==> src/rtl/tcu_pkg.sv <==
package tcu_pkg;
  localparam int ADDR_W = 2;

  typedef enum logic [ADDR_W-1:0] {
    RA_TIMER = 2'd0,
    RA_COUNT = 2'd1,
    RA_CTRL  = 2'd2,
    RA_PRESC = 2'd3
  } reg_addr_e;

  localparam int CTRL_RUN_BIT = 0;
endpackage

==> src/rtl/tcu_prescaler.sv <==
module tcu_prescaler #(
  parameter int PRE_W = 8
) (
  input  logic             clk,
  input  logic             rst_n,
  input  logic [PRE_W-1:0] divisor,
  input  logic             restart,
  output logic             tick
);
  logic [PRE_W-1:0] phase_q;

  assign tick = (phase_q == divisor);

  always_ff @(posedge clk) begin
    if (!rst_n)        phase_q <= '0;
    else if (restart)  phase_q <= '0;
    else if (tick)     phase_q <= '0;
    else               phase_q <= phase_q + 1'b1;
  end
endmodule

==> src/rtl/tcu_up_timer.sv <==
module tcu_up_timer #(
  parameter int CNT_W = 16
) (
  input  logic             clk,
  input  logic             rst_n,
  input  logic             tick,
  output logic [CNT_W-1:0] value,
  output logic             wrap_evt
);
  localparam logic [CNT_W-1:0] TOP = '1;

  always_ff @(posedge clk) begin
    if (!rst_n) begin
      value    <= '0;
      wrap_evt <= 1'b0;
    end else begin
      wrap_evt <= tick && (value == TOP);
      if (tick) value <= value + 1'b1;
    end
  end
endmodule

==> src/rtl/tcu_down_counter.sv <==
module tcu_down_counter #(
  parameter int CNT_W = 16
) (
  input  logic             clk,
  input  logic             rst_n,
  input  logic             tick,
  input  logic             run,
  input  logic             load,
  input  logic [CNT_W-1:0] load_val,
  output logic [CNT_W-1:0] value,
  output logic             roll_evt
);
  logic step;
  assign step = run && tick;

  always_ff @(posedge clk) begin
    if (!rst_n) begin
      value    <= '0;
      roll_evt <= 1'b0;
    end else if (load) begin
      value    <= load_val;
      roll_evt <= 1'b0;
    end else begin
      roll_evt <= step && (value == '0);
      if (step) value <= value - 1'b1;
    end
  end
endmodule

==> src/rtl/tcu_regs.sv <==
module tcu_regs
  import tcu_pkg::*;
#(
  parameter int CNT_W = 16,
  parameter int PRE_W = 8
) (
  input  logic              clk,
  input  logic              rst_n,
  input  logic [ADDR_W-1:0] addr,
  input  logic              wr,
  input  logic [CNT_W-1:0]  wdata,
  input  logic [CNT_W-1:0]  timer_val,
  input  logic [CNT_W-1:0]  count_val,
  output logic [CNT_W-1:0]  rdata,
  output logic              run,
  output logic [PRE_W-1:0]  divisor,
  output logic              div_wr,
  output logic              count_wr
);
  logic [CNT_W-1:0] div_ext;
  logic [CNT_W-1:0] ctrl_rd;
  logic             ctrl_wr;

  assign ctrl_wr  = wr && (addr == RA_CTRL);
  assign div_wr   = wr && (addr == RA_PRESC);
  assign count_wr = wr && (addr == RA_COUNT);

  always_ff @(posedge clk) begin
    if (!rst_n) begin
      run     <= 1'b0;
      divisor <= '0;
    end else begin
      if (ctrl_wr) run     <= wdata[CTRL_RUN_BIT];
      if (div_wr)  divisor <= wdata[PRE_W-1:0];
    end
  end

  generate
    if (PRE_W < CNT_W) begin : g_div_pad
      assign div_ext = {{(CNT_W-PRE_W){1'b0}}, divisor};
      logic unused_wdata_hi;
      assign unused_wdata_hi = ^wdata[CNT_W-1:PRE_W];
    end else begin : g_div_full
      assign div_ext = divisor[CNT_W-1:0];
    end
  endgenerate

  always_comb begin
    ctrl_rd = '0;
    ctrl_rd[CTRL_RUN_BIT] = run;
  end

  always_comb begin
    unique case (addr)
      RA_TIMER: rdata = timer_val;
      RA_COUNT: rdata = count_val;
      RA_CTRL:  rdata = ctrl_rd;
      RA_PRESC: rdata = div_ext;
      default:  rdata = '0;
    endcase
  end
endmodule

==> src/rtl/tick_count_unit.sv <==
module tick_count_unit #(
  parameter int CNT_W = 16,
  parameter int PRE_W = 8
) (
  input  logic             clk,
  input  logic             rst_n,
  input  logic [1:0]       reg_addr,
  input  logic             reg_wr,
  input  logic [CNT_W-1:0] reg_wdata,
  output logic [CNT_W-1:0] reg_rdata,
  output logic [CNT_W-1:0] timer_value,
  output logic [CNT_W-1:0] counter_value,
  output logic             timer_evt,
  output logic             counter_evt
);
  logic             tick;
  logic             run;
  logic [PRE_W-1:0] divisor;
  logic             div_wr;
  logic             count_wr;

  tcu_regs #(.CNT_W(CNT_W), .PRE_W(PRE_W)) u_regs (
    .clk       (clk),
    .rst_n     (rst_n),
    .addr      (reg_addr),
    .wr        (reg_wr),
    .wdata     (reg_wdata),
    .timer_val (timer_value),
    .count_val (counter_value),
    .rdata     (reg_rdata),
    .run       (run),
    .divisor   (divisor),
    .div_wr    (div_wr),
    .count_wr  (count_wr)
  );

  tcu_prescaler #(.PRE_W(PRE_W)) u_presc (
    .clk     (clk),
    .rst_n   (rst_n),
    .divisor (divisor),
    .restart (div_wr),
    .tick    (tick)
  );

  tcu_up_timer #(.CNT_W(CNT_W)) u_timer (
    .clk      (clk),
    .rst_n    (rst_n),
    .tick     (tick),
    .value    (timer_value),
    .wrap_evt (timer_evt)
  );

  tcu_down_counter #(.CNT_W(CNT_W)) u_count (
    .clk      (clk),
    .rst_n    (rst_n),
    .tick     (tick),
    .run      (run),
    .load     (count_wr),
    .load_val (reg_wdata),
    .value    (counter_value),
    .roll_evt (counter_evt)
  );
endmodule

==> config.mk <==
export PLATFORM = sky130hd
export DESIGN_NAME = tick_count_unit
export DESIGN_NICKNAME = d
export VERILOG_FILES = /design/src/rtl/tcu_pkg.sv /design/src/rtl/tcu_prescaler.sv /design/src/rtl/tcu_up_timer.sv /design/src/rtl/tcu_down_counter.sv /design/src/rtl/tcu_regs.sv /design/src/rtl/tick_count_unit.sv
export SDC_FILE = /design/constraint.sdc
export NUM_CORES = 1
export LEC_CHECK = 0
export BUFFER_PORTS_ARGS = -buffer_cell sky130_fd_sc_hd__buf_2
export CAP_MARGIN = 25
export CELL_PAD_IN_SITES_DETAIL_PLACEMENT = 1
export CELL_PAD_IN_SITES_GLOBAL_PLACEMENT = 2
export CORE_ASPECT_RATIO = 2
export CORE_MARGIN = 4
export CORE_UTILIZATION = 28
export DETAILED_ROUTE_END_ITERATION = 16
export GPL_TIMING_DRIVEN = 0
export PLACE_DENSITY = 0.85
export SYNTH_ARGS = -nofsm -noshare
export SYNTH_HDL_FRONTEND = slang
export SYNTH_SLANG_ARGS = --single-unit
==> constraint.sdc <==
create_clock -name clk -period 1.65 [get_ports clk]
set_clock_uncertainty 0.05 [all_clocks]
set_input_delay 0.2475 -clock clk [delete_from_list [all_inputs] [get_ports clk]]
set_output_delay 0.2475 -clock clk [all_outputs]
set_load 0.02 [all_outputs]
==> impl_metrics.env <==
export IMPL_status="complete, but fails checks"
export IMPL_failed_checks="setup timing"
export IMPL_min_path_type="in -> reg"
export IMPL_hold_buffers=0
export IMPL_syn_area_um2=2915
export IMPL_clock_sinks=51
export IMPL_drc_errors=0
export IMPL_drv_slew=0
export IMPL_worstMarginPinSlew_ns=0.5586
export IMPL_synth_edf_count=0
export IMPL_viasPerCell=5.166
export IMPL_nets=471
export IMPL_cp_slowest_cell="dfxtp_4"
export IMPL_route_vias_total=3012
export IMPL_io_buffers=70
export IMPL_synth_ff_type="dfxtp_1"
export IMPL_timing_critical_path_buf_inv=2
export IMPL_fillerInstances=1234
export IMPL_slew_headroom_pct=62.76
export IMPL_path_delay_family="simple AND/OR/NAND/NOR gates"
export IMPL_layout_commonest_cell="buf_2"
export IMPL_criticalPathCategory="reg -> reg"
export IMPL_fp_row_count=52
export IMPL_seqCellArea_um2=1100
export IMPL_multi_input_area_um2=2226
export IMPL_synth_cell_type_count=51
export IMPL_antenna_left=0
export IMPL_drt_iter0_drc=105
export IMPL_gr_total_overflow=0
export IMPL_period_share_pct=107.6
export IMPL_wl_met2_um=6647
export IMPL_wl_met1_um=4120
export IMPL_die_height_um=152.3
export IMPL_crit_fanout=7
export IMPL_fin_area_um2=4427
export IMPL_io_pins=71
export IMPL_rsz0062_at_grt="true"
export IMPL_root_buffer="clkbuf_16"
export IMPL_max_freq_mhz=563.5
export IMPL_path_common_cell="buf_6"
export IMPL_synth_avg_cell_area_um2=8.625
export IMPL_synth_seq_area_share_pct=35.02
export IMPL_end_kind="flip-flop"
export IMPL_antenna_found_initial=0
export IMPL_setup_viol=28
export IMPL_syn_nets=362
export IMPL_cp_start_kind="flip-flop"
export IMPL_syn2layout_area_growth_pct=51.85
export IMPL_place_area_um2=3535
export IMPL_top_layer="met4"
export IMPL_crit_chain="xnor2_4 > nand4_4 > buf_6 > nor4b_4 > buf_6 > and3_1 > o21a_1"
export IMPL_critPathMaxStageDelay_ns=0.37
export IMPL_start_util_pct=28.72
export IMPL_stdcell_count=583
export IMPL_grt_pass1_vias=3302
export IMPL_grt_use_total_pct=19.36
export IMPL_firstDrtPassIters=4
export IMPL_p_per_area_nw_per_um2=796.6
export IMPL_cts_tree="yes"
export IMPL_wirelength_um=11760
export IMPL_postLayoutCoreUtil_pct=43.61
export IMPL_antennaDiodeCount=0
export IMPL_clockBufferDepth=2
export IMPL_insertion_delay_ns=0.30
export IMPL_gp_congestion=0.8575
export IMPL_path_clk_slew_ns=0.07
export IMPL_met3_wirelength_um=423
export IMPL_synthArstFlopShare_pct=0
export IMPL_ir_drop_mv=0.4370
export IMPL_hpwl_um=8099
export IMPL_fin_tns_setup_ns=-1.778
export IMPL_timing_final_crit_period_ns=1.775
export IMPL_core_area_um2=10150
export IMPL_final_hold_viol_count=0
export IMPL_ys_ff_latch=51
export IMPL_wl_per_cell_um=20.17
export IMPL_required_ns=1.85
export IMPL_maxCapViolCount=0
export IMPL_p_leak_nw=1.724
export IMPL_grt_first_pass_wirelength_um=17980
export IMPL_dieArea_um2=12210
export IMPL_yosys_warnings=0
export IMPL_grt_max_degree=16
export IMPL_cp_arrival_ns=1.97
export IMPL_syn_inst=338
export IMPL_h_tree_depth=2
export IMPL_cts_buffers=5
export IMPL_drive_gt1_share_pct=46.88
export IMPL_die_w_um=80.15
export IMPL_dp_cells=543
export IMPL_final_cell_mix="buf_2, nand2_1, nor2_1, buf_4, a21oi_1"
export IMPL_setup_slack_ns=-0.1246
export IMPL_whs_ns=0.1382
## report_power, final
| part | switching [mW] | internal (mW) |
|---|---|---|
| clock | 0.496 | 0.563 |
| combinational | 0.626 | 0.446 |
| sequential | 0.111 | 1.28 |
## worst paths after layout
| path | start | to | slack, ns | cells past startpoint |
|---|---|---|---|---|
| min reg2reg | u_regs.divisor[5] | u_regs.divisor[5] | 0.46 | 2 |
| max | u_regs.divisor[4] | u_timer.value[12] | -0.12 | 7 |
| max reg2reg | u_regs.divisor[4] | u_timer.value[12] | -0.12 | 7 |
| min | reg_wdata[3] | u_regs.divisor[3] | 0.14 | 3 |
## worst register-to-register path, delay by kind of cell, from the launching register on
kind | cells | cell delay [ns]
AOI/OAI and AO/OA | 1 | 0.12
and+or+nand+nor | 3 | 0.61
xor gates and xnor gates | 1 | 0.23
buffers and inverters | 2 | 0.35
DFF | 1 | 0.37
## registers in the layout (all words and copies together) (netlist names)
name and cells:
u_count.value 16, u_timer.wrap_evt 1, u_timer.value 16, u_regs.divisor 8, u_regs.run 1, u_presc.phase_q 8
u_count.roll_evt 1
## kinds of logic (layout without fill, tap and decap cells)
logic type	after synthesis	in the layout	share of synthesized area, %
compound gates	57	57	12.19
buf+inv	29	137	4.420
fa+ha+maj	3	3	1.288
simple gates	144	146	29.31
mux	20	20	7.553
xor+xnor	34	34	10.21
flops	51	51	35.02
## through the flow
stage / setup slack [ns] / power (mW)
2_1_floorplan: -0.03426 / 1.916
4_1_cts: -0.1082 / 3.441
3_3_place_gp: -0.3855 / 2.160
3_5_place_dp: -0.4087 / 2.172
5_1_grt: -0.2250 / 3.680
6_report: -0.1246 / 3.526
## routing by layer
metal,GRT usage (%),up-vias
met1,19.45,1466
met2,36.75,86
met4,9.992,0
met3,2.722,36
met5,0,-
li1,-,1424
## repair_timing
action	CTS	global route
endpoints found under the hold margin	0	0
setup buffers	26	5
resized for setup	70	48
gates cloned	2	0
pin swaps	29	26
endpoints found under the setup margin	53	46
## synthesized netlist by cell type (5+ instances only)
library cell | n | area (µm²)
nor2_1 | 33 | 123.9
xor2_1 | 9 | 78.83
a22o_1 | 7 | 61.31
dfxtp_1 | 51 | 1021
and4_1 | 5 | 43.79
nor4_2 | 7 | 87.58
mux2_2 | 6 | 67.56
inv_1 | 11 | 41.29
nand3_1 | 16 | 80.08
xnor2_1 | 25 | 219.0
and3_1 | 6 | 37.54
mux2i_1 | 13 | 130.1
o21ai_0 | 11 | 55.05
a21oi_1 | 25 | 125.1
nand2_1 | 34 | 127.6
clkbuf_1 | 11 | 41.29
nor3_1 | 9 | 45.04
## final cells by class
class	instances	area share [%]
buffer	16	2.685
tap	135	3.816
timing repair buffer	101	14.16
clock inverter	2	0.2544
multi-input combinational	260	50.28
inverter	12	1.046
sequential	51	24.84
clock buffer	6	2.911
Note: power is estimated with default switching activity, not from simulation.
